[config.mk]
export PLATFORM = sky130hd
export DESIGN_NAME = evt_toggle_notifier
export DESIGN_NICKNAME = d
export VERILOG_FILES = /design/src/rtl/ntf_pkg.sv /design/src/rtl/ntf_status_reg.sv /design/src/rtl/ntf_change_detect.sv /design/src/rtl/ntf_irq_merge.sv /design/src/rtl/evt_toggle_notifier.sv
export SDC_FILE = /design/constraint.sdc
export NUM_CORES = 1
export LEC_CHECK = 0
export BUFFER_PORTS_ARGS = -buffer_cell sky130_fd_sc_hd__buf_4
export CAP_MARGIN = 20
export CORE_MARGIN = 5
export CORE_UTILIZATION = 55
export DETAILED_ROUTE_END_ITERATION = 8
export PLACE_DENSITY = 0.83
export SLEW_MARGIN = 30
export SYNTH_ARGS = -nofsm -noshare
export SYNTH_HDL_FRONTEND = slang
export SYNTH_SLANG_ARGS = --single-unit
export TNS_END_PERCENT = 20
[constraint.sdc]
create_clock -name clk -period 7.57 [get_ports clk]
set_input_delay 2.271 -clock clk [delete_from_list [all_inputs] [get_ports clk]]
set_output_delay 2.271 -clock clk [all_outputs]
set_load 0.1 [all_outputs]
[src/rtl/ntf_pkg.sv]
package ntf_pkg;
  // Width of one channel's toggle slot and the event prototypes placed in it
  localparam int SLOT_W = 3;
  localparam logic [SLOT_W-1:0] PROTO_DONE = 3'b001;
  localparam logic [SLOT_W-1:0] PROTO_ERR  = 3'b010;

  // Status word width for a given channel count
  function automatic int stat_width(input int nch);
    return nch * SLOT_W + nch + 1;
  endfunction
endpackage

[src/rtl/ntf_status_reg.sv]
module ntf_status_reg
  import ntf_pkg::*;
#(
  parameter int NUM_CH = 4,
  localparam int CHW    = $clog2(NUM_CH),
  localparam int TOG_W  = NUM_CH * SLOT_W,
  localparam int STAT_W = TOG_W + NUM_CH + 1
) (
  input  logic              clk,
  input  logic              rst,
  input  logic              done_valid,
  input  logic [CHW-1:0]    done_ch,
  input  logic              err_valid,
  input  logic [CHW-1:0]    err_ch,
  input  logic              wake_valid,
  input  logic [CHW-1:0]    wake_ch,
  input  logic              seal_bad,
  output logic [STAT_W-1:0] status_d,
  output logic [STAT_W-1:0] status_q
);
  logic [TOG_W-1:0]  tog_mask;
  logic [NUM_CH-1:0] wake_set;

  for (genvar c = 0; c < NUM_CH; c++) begin : g_slot
    logic hit_done, hit_err;
    assign hit_done = done_valid && (done_ch == CHW'(c));
    assign hit_err  = err_valid  && (err_ch  == CHW'(c));
    assign tog_mask[c*SLOT_W +: SLOT_W] =
        ({SLOT_W{hit_done}} & PROTO_DONE) ^ ({SLOT_W{hit_err}} & PROTO_ERR);
    assign wake_set[c] = wake_valid && (wake_ch == CHW'(c));
  end

  always_comb begin
    status_d = status_q ^ {{(NUM_CH + 1){1'b0}}, tog_mask};
    status_d = status_d | {seal_bad, wake_set, {TOG_W{1'b0}}};
  end

  always_ff @(posedge clk) begin
    if (rst) status_q <= '0;
    else     status_q <= status_d;
  end


  sticky_hold_chk: assert property (@(posedge clk) disable iff (rst)
    1'b1 |=> ((status_q[STAT_W-1:TOG_W] & $past(status_q[STAT_W-1:TOG_W]))
              == $past(status_q[STAT_W-1:TOG_W])));


  toggle_quiet_chk: assert property (@(posedge clk) disable iff (rst)
    !(done_valid || err_valid) |=> $stable(status_q[TOG_W-1:0]));
endmodule

[src/rtl/ntf_change_detect.sv]
module ntf_change_detect #(
  parameter int STAT_W = 17
) (
  input  logic              clk,
  input  logic              rst,
  input  logic [STAT_W-1:0] status_d,
  input  logic              period_end,
  input  logic              wr_ready,
  output logic              wr_valid,
  output logic [STAT_W-1:0] wr_data,
  output logic              wr_fire
);
  logic [STAT_W-1:0] last_q;
  logic              start;

  assign wr_fire = wr_valid && wr_ready;
  assign start   = period_end && !wr_valid && (status_d != last_q);

  always_ff @(posedge clk) begin
    if (rst) begin
      last_q   <= '0;
      wr_valid <= 1'b0;
      wr_data  <= '0;
    end else begin
      if (wr_fire) begin
        last_q   <= wr_data;
        wr_valid <= 1'b0;
      end
      if (start) begin
        wr_valid <= 1'b1;
        wr_data  <= status_d;
      end
    end
  end


  wr_hold_chk: assert property (@(posedge clk) disable iff (rst)
    (wr_valid && !wr_ready) |=> (wr_valid && $stable(wr_data)));


  wr_cause_chk: assert property (@(posedge clk) disable iff (rst)
    !wr_valid && !period_end |=> !wr_valid);
endmodule

[src/rtl/ntf_irq_merge.sv]
module ntf_irq_merge #(
  parameter int IRQ_W = 16
) (
  input  logic             clk,
  input  logic             rst,
  input  logic             wr_fire,
  input  logic [IRQ_W-1:0] int_mask,
  output logic [IRQ_W-1:0] irq_pending,
  output logic             resched
);
  always_ff @(posedge clk) begin
    if (rst) begin
      irq_pending <= '0;
      resched     <= 1'b0;
    end else begin
      resched <= wr_fire;
      if (wr_fire) irq_pending <= irq_pending | int_mask;
    end
  end


  resched_after_fire_chk: assert property (@(posedge clk) disable iff (rst)
    wr_fire |=> resched);


  irq_sticky_chk: assert property (@(posedge clk) disable iff (rst)
    1'b1 |=> ((irq_pending & $past(irq_pending)) == $past(irq_pending)));
endmodule

[src/rtl/evt_toggle_notifier.sv]
module evt_toggle_notifier
  import ntf_pkg::*;
#(
  parameter int NUM_CH = 4,
  parameter int IRQ_W  = 16,
  localparam int CHW    = $clog2(NUM_CH),
  localparam int STAT_W = NUM_CH * SLOT_W + NUM_CH + 1
) (
  input  logic              clk,
  input  logic              rst,
  input  logic              done_valid,
  input  logic [CHW-1:0]    done_ch,
  input  logic              err_valid,
  input  logic [CHW-1:0]    err_ch,
  input  logic              wake_valid,
  input  logic [CHW-1:0]    wake_ch,
  input  logic              seal_bad,
  input  logic              period_end,
  input  logic [IRQ_W-1:0]  int_mask,
  output logic              wr_valid,
  input  logic              wr_ready,
  output logic [STAT_W-1:0] wr_data,
  output logic [IRQ_W-1:0]  irq_pending,
  output logic              resched
);
  logic [STAT_W-1:0] status_d, status_q;
  logic              wr_fire;

  ntf_status_reg #(.NUM_CH(NUM_CH)) u_stat (
    .clk(clk), .rst(rst),
    .done_valid(done_valid), .done_ch(done_ch),
    .err_valid(err_valid), .err_ch(err_ch),
    .wake_valid(wake_valid), .wake_ch(wake_ch),
    .seal_bad(seal_bad),
    .status_d(status_d), .status_q(status_q)
  );

  ntf_change_detect #(.STAT_W(STAT_W)) u_cmp (
    .clk(clk), .rst(rst), .status_d(status_d),
    .period_end(period_end), .wr_ready(wr_ready),
    .wr_valid(wr_valid), .wr_data(wr_data), .wr_fire(wr_fire)
  );

  ntf_irq_merge #(.IRQ_W(IRQ_W)) u_irq (
    .clk(clk), .rst(rst), .wr_fire(wr_fire), .int_mask(int_mask),
    .irq_pending(irq_pending), .resched(resched)
  );


  wr_data_frozen_chk: assert property (@(posedge clk) disable iff (rst)
    (wr_valid && !wr_ready) |=> (wr_data != status_q || $stable(wr_data)));
endmodule

# Word-level counts from Yosys, hierarchy flattened
# Index checks and enable logic that the tools add are counted.
# totals
latch_bits,0
register_bits,69
memories,0
in_bits,30
rom_bits,0
wordCells,45
ram_bits,0
# op_classes
mux,2
multipliers,0
shifts,0
n_addsub,0
n_div,0
n_eq_ne,10
n_lt_le_gt_ge,0
n_reduce_logical,20
n_bitwise,7
# ops
operator,n
$ne 17x17->1,1
$or 17x17->17,1
$xor 17x11->17,1
$or 16x16->16,1
$logic_and 1x1->1,15
$eq 2x2->1 const B,6
$xor 1x2->2,4
$eq 2x1->1 const B,3
$logic_not 2->1,3
$mux 1,2
$reduce_bool 2->1,1
$logic_not 1->1,1

# Depth between registers and ports, before layout
# Gate-level depths: netlist of run 1.
# depth
depth_word,8
depth_mapped,8

# Cells and area by module
# A second synthesis of run 1 with hierarchy kept.
# unflattened
hier_cells,356
area_unflattened_um2,3129.3
# by_module_without_submodules
module,n_inst,cells_each,seq_area_each_um2,area_per_inst_um2
ntf_change_detect,1,222,700.7,1829.3
ntf_status_reg,1,80,260.2,732.0
ntf_irq_merge,1,54,340.3,568.0

# Worst setup path after synthesis of run 1
# OpenSTA, ideal clock, no wires.
# synth_path
path_type,input-to-reg
startpoint,input port err_ch[1]
endpoint,register u_cmp.wr_data[0]
path_stages,7
arrival_time_ns,4.109
n_path_buf,1
slack_ns,3.398
cell_sequence,or4b_4 > and2_4 > a2111oi_4 > nand4_2 > o31ai_4 > buf_6 > a22o_1
# synth_between
elab_chain_cells,7
elab_cells_between_ends,16
classes_between,eq/ne (4); bitwise (6); reduce/logical (6)
# synth_rtl
element,line,source
start: declaration,evt_toggle_notifier.sv:14,"input logic [CHW-1:0] err_ch,"
"$eq 2x1->1, or another cell as far along",ntf_status_reg.sv:27,assign hit_err = err_valid && (err_ch == CHW'(c));
$logic_and 1x1->1,ntf_status_reg.sv:27,
$xor 1x2->2,ntf_status_reg.sv:29,({SLOT_W{hit_done}} & PROTO_DONE) ^ ({SLOT_W{hit_err}} & PROTO_ERR);
$xor 17x11->17 (*),ntf_status_reg.sv:34,"status_d = status_q ^ {{(NUM_CH + 1){1'b0}}, tog_mask};"
$or 17x17->17 (*),ntf_status_reg.sv:35,"status_d = status_d | {seal_bad, wake_set, {TOG_W{1'b0}}};"
$ne 17x17->1 (*),ntf_change_detect.sv:17,assign start = period_end && !wr_valid && (status_d != last_q);
$logic_and 1x1->1 (*),ntf_change_detect.sv:17,
end signal: assignment,ntf_change_detect.sv:31,wr_data <= status_d;
end: declaration,ntf_change_detect.sv:10,"output logic [STAT_W-1:0] wr_data,"
# Mark *: on every way between the ends. The rest lies on a longest branch, timed or not.
# A chain may end at the register's enable or synchronous reset.

# Worst setup path in the final report of run 1
# layout_path
startpoint,input port err_ch[1]
endpoint,register u_cmp.wr_data[7]
# layout_between
elab_chain_cells,7
elab_cells_between_ends,16
classes_between,eq/ne (4); bitwise (6); reduce/logical (6)
# layout_rtl
element,line
"$eq 2x1->1, or another cell as far along",ntf_status_reg.sv:27
$logic_and 1x1->1,ntf_status_reg.sv:27
$xor 1x2->2,ntf_status_reg.sv:29
$xor 17x11->17 (*),ntf_status_reg.sv:34
$or 17x17->17 (*),ntf_status_reg.sv:35
$ne 17x17->1,ntf_change_detect.sv:17
$logic_and 1x1->1,ntf_change_detect.sv:17
# Marked as above.

==> out/qor.yml, run 1 <==
status:
  outcome: "completed"
synthesis:
  synth_seq_area_share_pct: 50.36
  yosys_most_used_dff: "dfxtp_1"
  synthTopCellsByArea: "dfxtp_1 50%, a21oi_1 7.3%, nor2_1 5.8%"
  synth_top_area_share_pct: 50.36
  synth_common_cells: "57 x dfxtp_1, 35 x nor2_1, 33 x a21oi_1, 33 x nand2_1, 9 x o2bb2ai_1"
  synth.distinct_cells: 44
  yosysMostFrequentCell: "dfxtp_1"
  syn_area_per_cell_um2: 9.100
  async_flop_share_pct: 0
  synth_edf_count: 0
  syn_area_um2: 2266
  yosysWarningCount: 0
  ys_ff_latch: 57
  syn_inst: 249
  yosys.area.top_type: "dfxtp_1"
sta:
  maxSlewHeadroom_pct: 59.27
  fin_crit_sh_pct: 56.65
  slew_viol_final: 0
  clock.fmax_ghz: 0.2332
  worst_pin_slew_ps: 595.6
  hold_violations: 0
  period_minus_slack_ps: 4289
  rsz0062_at_grt: "no"
  skew_ps: 5.202
  setup_violations: 0
  setup-tns-final_ps: 0
global_routing:
  grt_antenna_before_repair: 0
  use_met3_pct: 8.649
  grt_usage_pct: 20.91
  grt-ovfl-total: 0
  grtUsageMet1_pct: 23.77
  met2_usage_pct: 34.25
  grt_pass1_wl_um: 8694
  grt.busiest_layer: "met2"
  grt_pass1_vias: 1962
  grt_max_degree: 48
clock_tree:
  path_clk_slew_ps: 70
  tritoncts: "built"
  clockBufferDepth: 2
  postCtsSetupBuffers: 0
  cts_resized: 0
  clock_latency_ps: 330
  cts_sinks: 57
  cts_buffers: 9
  cts_root_buf: "clkbuf_8"
  hold_buffers: 0
  htreeDepth: 3
pwr:
  p_per_area_nw_per_um2: 279.3
  p_leak_uw: 0.001236
  ir_drop_mv: 0.1982
  power.total_uw: 831.1
placed_design:
  placed_area_um2: 2713
  portBuffers: 60
  place.gp.congestion: 0.7819
  hpwl_um: 3649
  place_inst: 347
final_layout:
  antenna_cells: 0
  nets: 338
  drive_gt1_share_pct: 26.84
  synthToLayoutAreaGrowth_pct: 31.31
  fin_cells: 363
  design_area_um2: 2975
floorplan:
  initial_core_util_pct: 56.65
  num_rows: 23
  die_area_um2: 5503
  boundaryPins: 65
  fp.dieH_um: 74.19
  core-area_um2: 4000
  die_x_um: 74.19
run:
  cap_violations: 0
detailed_routing:
  drt_iter0_drc: 85
  ant_nets: 0
  firstDrtPassIters: 4
  remaining_drc_errors: 0
  drt-wirelength-per-cell_um: 14.78
  vias_per_cell: 5.468
  wl_um: 5365
  vias: 1985
worst_setup_path:
  cp_slowest_cell: "o31ai_4"
  cp_num_cells: 7
  worst_ep_arrival_time_ps: 4560
  cp_num_buf_inv: 1
  reg2reg_depth: 6
  cp.required_ps: 7840
  crit_path_cell_trace: "buf_4 -> or4b_4 -> and2_4 -> a2111oi_4 -> nand4_2 -> o31ai_4 -> a22o_1"
  crit_path_end_kind: "flip-flop"
  critPathLaunchType: "input pin"
  critPathTopFamily: "compound AO/OA/AOI/OAI gates"
  path_max_fanout: 13
  slowest_delay_ps: 600
  critPathKind: "in -> reg"
hold_path:
  hold_depth: 2
  hp-class: "reg -> reg"
-- cells by family (layout without fill, tap and decap cells) --
kind of cell	after synthesis	in the layout	share of synthesized area, %
AOI/OAI and AO/OA	63	63	19.77
xor gates and xnor gates	14	14	5.411
buffers and inverters	19	80	4.141
DFF	57	57	50.36
muxes	1	1	0.4418
other	1	4	0.1655
and+or+nand+nor	94	94	19.71
-- worst register-to-register path, delay by kind of cell, from the launching register on --
family / cells / cell delay [ps]
compound gates: 3 / 1200
simple gates: 3 / 900
flops: 1 / 320
-- worst paths after layout --
| check | to | startpoint | slack [ps] |
|---|---|---|---|
| min | u_cmp.last_q[10] | u_cmp.last_q[10] | 460 |
| max | u_cmp.wr_data[7] | err_ch[1] | 3280 |
| max reg2reg | u_cmp.wr_data[7] | u_stat.status_q[1] | 5080 |
| min reg2reg | u_cmp.last_q[10] | u_cmp.last_q[10] | 460 |
-- power by group --
| group | internal [uW] | switching [uW] | total [uW] |
|---|---|---|---|
| Combinational | 38.7 | 107 | 145 |
| Sequential | 313 | 9.40 | 322 |
| Clock | 246 | 118 | 363 |
-- flip-flops by register name (all words and copies together), names as in the netlist --
signal and cells:
u_irq.irq_pending 16, u_cmp.last_q 13, u_cmp.wr_data 13, u_stat.status_q 13, u_cmp.wr_valid 1, u_irq.resched 1
-- through the flow --
step	utilization, %	setup WS (ps)	hold WS [ps]
after floorplan	-	3398	445.3
final	74.38	3281	464.8
after CTS	74.38	3274	469.0
after global routing	74.38	3112	488.6
after global placement	67.78	3063	447.8
after detailed placement	67.81	2966	458.6
-- layout by cell type (no fill, tap or decap), types with 2 or more instances in the layout --
cell,count
buf_4,60
dfxtp_1,57
nor2_1,35
nand2_1,33
a21oi_1,33
clkbuf_8,12
o2bb2ai_1,9
xor2_1,8
xnor2_1,6
nand2b_1,5
a22o_1,5
nand3b_1,4
conb_1,4
inv_1,3
nand3_1,3
bufinv_16,3
and3b_1,2
o21ai_0,2
nor3b_1,2
a31oi_1,2
-- per-layer routing --
layer | vias up | routed length, um | share of wire, %
met2 | 73 | 2577 | 48
met3 | 10 | 474 | 8.8
met1 | 937 | 2230 | 42
met4 | 0 | 83 | 1.5
met5 | - | 0 | 0
li1 | 965 | - | -
-- final cells by class --
class	instances	area, um2
inverters	4	15.01
clock buffers	12	165.2
clock inverters	4	97.59
flip-flops and latches	57	1141
fillers	291	1025
well taps	50	62.56
repair buffers	60	450.4
multi-input cells	176	1044
(Power assumes the default switching activity.)
==> inputs of run 2 (changes only) <==
--- a/config.mk
+++ b/config.mk
@@ -8,9 +8,9 @@
 export BUFFER_PORTS_ARGS = -buffer_cell sky130_fd_sc_hd__buf_4
 export CAP_MARGIN = 20
 export CORE_MARGIN = 5
-export CORE_UTILIZATION = 55
+export CORE_UTILIZATION = 46
 export DETAILED_ROUTE_END_ITERATION = 8
-export PLACE_DENSITY = 0.83
+export PLACE_DENSITY = 0.74
 export SLEW_MARGIN = 30
 export SYNTH_ARGS = -nofsm -noshare
 export SYNTH_HDL_FRONTEND = slang
==> constraint.sdc (replaced) <==
create_clock -name clk -period 3.5 [get_ports clk]
set_input_delay 1.05 -clock clk [delete_from_list [all_inputs] [get_ports clk]]
set_output_delay 1.05 -clock clk [all_outputs]
set_load 0.1 [all_outputs]
==> out/qor.yml, run 2 (synthesis gave the netlist of run 1 again) <==
status:
  outcome: "completed"  # unchanged
hold_path:
  min_from: "u_irq.irq_pending[4]"  # was u_cmp.last_q[10]
  hp-class: "reg -> reg"  # unchanged
  min_to: "u_irq.irq_pending[4]"  # was u_cmp.last_q[10]
  hold_depth: 2  # unchanged
final_layout:
  layout_common_cells: "62 x buf_4, 57 x dfxtp_1, 35 x nor2_1, 33 x nand2_1, 33 x a21oi_1"  # was 60 x buf_4, 57 x dfxtp_1, 35 x nor2_1, 33 x nand2_1, 33 x a21oi_1
  antenna_cells: 0  # unchanged
  fin_cells: 382  # was 363
  fillers: 433  # was 291
  synthToLayoutAreaGrowth_pct: 28.93  # was 31.31%
  design_area_um2: 2922  # was 2975 um2
  drive_gt1_share_pct: 26.35  # was 26.84%
  top_register: "u_irq.irq_pending"  # unchanged
  nets: 340  # was 338
  layout.cells.most_common: "buf_4"  # unchanged
  largest_reg_flops: 16  # unchanged
global_routing:
  grt_max_degree: 48  # unchanged
  grt_pass1_wl_um: 8355  # was 8694 um
  grt-ovfl-total: 0  # unchanged
  grt_antenna_before_repair: 0  # unchanged
  grt_usage_pct: 16.89  # was 20.91%
  grt_pass1_vias: 1793  # was 1962
pwr:
  ir_drop_mv: 0.3293  # was 0.1982 mV
  p_per_area_nw_per_um2: 528.2  # was 279.3 nW/um2
  power.total_uw: 1543  # was 831.1 uW
  p_leak_uw: 0.001210  # was 0.001236 uW
floorplan:
  initial_core_util_pct: 47.66  # was 56.65%
  die_area_um2: 6430  # was 5503 um2
  die_x_um: 80.19  # was 74.19 um
  core-area_um2: 4755  # was 4000 um2
  boundaryPins: 65  # unchanged
  fp.dieH_um: 80.19  # was 74.19 um
  num_rows: 25  # was 23
placed_design:
  placed_area_um2: 2748  # was 2713 um2
  place_inst: 366  # was 347
  portBuffers: 60  # unchanged
  place.gp.congestion: 0.7669  # was 0.7819
  hpwl_um: 3515  # was 3649 um
clock_tree:
  htreeDepth: 3  # unchanged
  cts_buffers: 9  # unchanged
  tritoncts: "built"  # unchanged
  cts_sinks: 57  # unchanged
  hold_buffers: 0  # unchanged
  clockBufferDepth: 2  # unchanged
  clock_latency_ps: 320  # was 330 ps
  cts_root_buf: "clkbuf_8"  # unchanged
  path_clk_slew_ps: 60  # was 70 ps
  postCtsSetupBuffers: 0  # unchanged
  cts_resized: 0  # unchanged
sta:
  holdWs_ps: 466.0  # was 464.8 ps
  period_minus_slack_ps: 2957
  setup-tns-final_ps: 0  # unchanged
  skew_ps: 6.285  # was 5.202 ps
  setup_violations: 0  # unchanged
  clock.fmax_ghz: 0.3382
  hold_violations: 0  # unchanged
  worst_pin_slew_ps: 596.9  # was 595.6 ps
  rsz0062_at_grt: "no"  # unchanged
  fin_crit_sh_pct: 84.49
  slew_viol_final: 0  # unchanged
  maxSlewHeadroom_pct: 60.21  # was 59.27%
worst_setup_path:
  critPathLaunchType: "input pin"  # unchanged
  rr_startpoint: "u_stat.status_q[1]"  # unchanged
  reg2reg_depth: 7  # was 6
  crit_path_end_kind: "flip-flop"  # unchanged
  r2r_setup_slack_ps: 1130  # was 5080 ps
  r2r-end: "u_cmp.wr_data[9]"  # was u_cmp.wr_data[7]
  worst_ep_arrival_time_ps: 3210  # was 4560 ps
  cp.required_ps: 3750  # was 7840 ps
  path_max_fanout: 8  # was 13
  startpoint: "err_ch[1]"  # unchanged
  critPathKind: "in -> reg"  # unchanged
run:
  cap_violations: 0  # unchanged
detailed_routing:
  remaining_drc_errors: 0  # unchanged
  firstDrtPassIters: 4  # unchanged
  drt_iter0_drc: 57  # was 85
  ant_nets: 0  # unchanged
  drt-wirelength-per-cell_um: 13.38  # was 14.78 um
  vias: 1927  # was 1985
  vias_per_cell: 5.045  # was 5.468
  wl_um: 5111  # was 5365 um
run 2: worst max-delay path by stage:
stage,endpoint,slack [ps],depth (start not counted)
5_1_grt,u_cmp.wr_data[9],440,8
2_1_floorplan,u_cmp.wr_data[0],550,7
3_3_place_gp,u_cmp.wr_data[10],250,8
4_1_cts,u_cmp.wr_data[9],540,8
6_report,u_cmp.wr_data[9],540,8
3_5_place_dp,u_cmp.wr_data[13],200,8
run 2: metal layers:
layer  vias to the layer above  global-route usage, %  share of wire (%)
met5                         -                      0                  0
met1                       888                  21.43                 47
met2                        59                  25.33                 43
met3                         6                  7.399                8.6
li1                        974                      -                  -
met4                         0                  6.081               0.94
run 2: worst max-delay path, stage by stage:
cell and delay (ps):
buf_4 130, or4b_4 540, and2_4 180, a2111oi_4 340
nand4_2 210, o31ai_4 390, buf_4 230, o2bb2ai_1 130
run 2: layout make-up:
type / count / area, um2 / area share, %
Sequential cell: 57 / 1141 / 39.06
Multi-Input combinational cell: 176 / 1042 / 35.67
Timing Repair Buffer: 62 / 465.4 / 15.93
Clock buffer: 13 / 158.9 / 5.439
Tap cell: 67 / 83.83 / 2.869
Clock inverter: 3 / 15.01 / 0.5139
Inverter: 4 / 15.01 / 0.5139
run 2: through the flow:
stage          setup slack [ps]  util (%)
2_1_floorplan             549.4         -
3_5_place_dp              201.9     57.79
6_report                  542.7     61.45
4_1_cts                   535.4     61.45
5_1_grt                   437.1     61.45
3_3_place_gp              248.0     57.79
run 2: power by group:
| part | switching, uW | total (uW) | internal (uW) |
|---|---|---|---|
| Sequential | 20.1 | 697 | 677 |
| Clock | 240 | 532 | 292 |
| Combinational | 228 | 313 | 85.3 |
| Total | 489 | 1540 | 1050 |
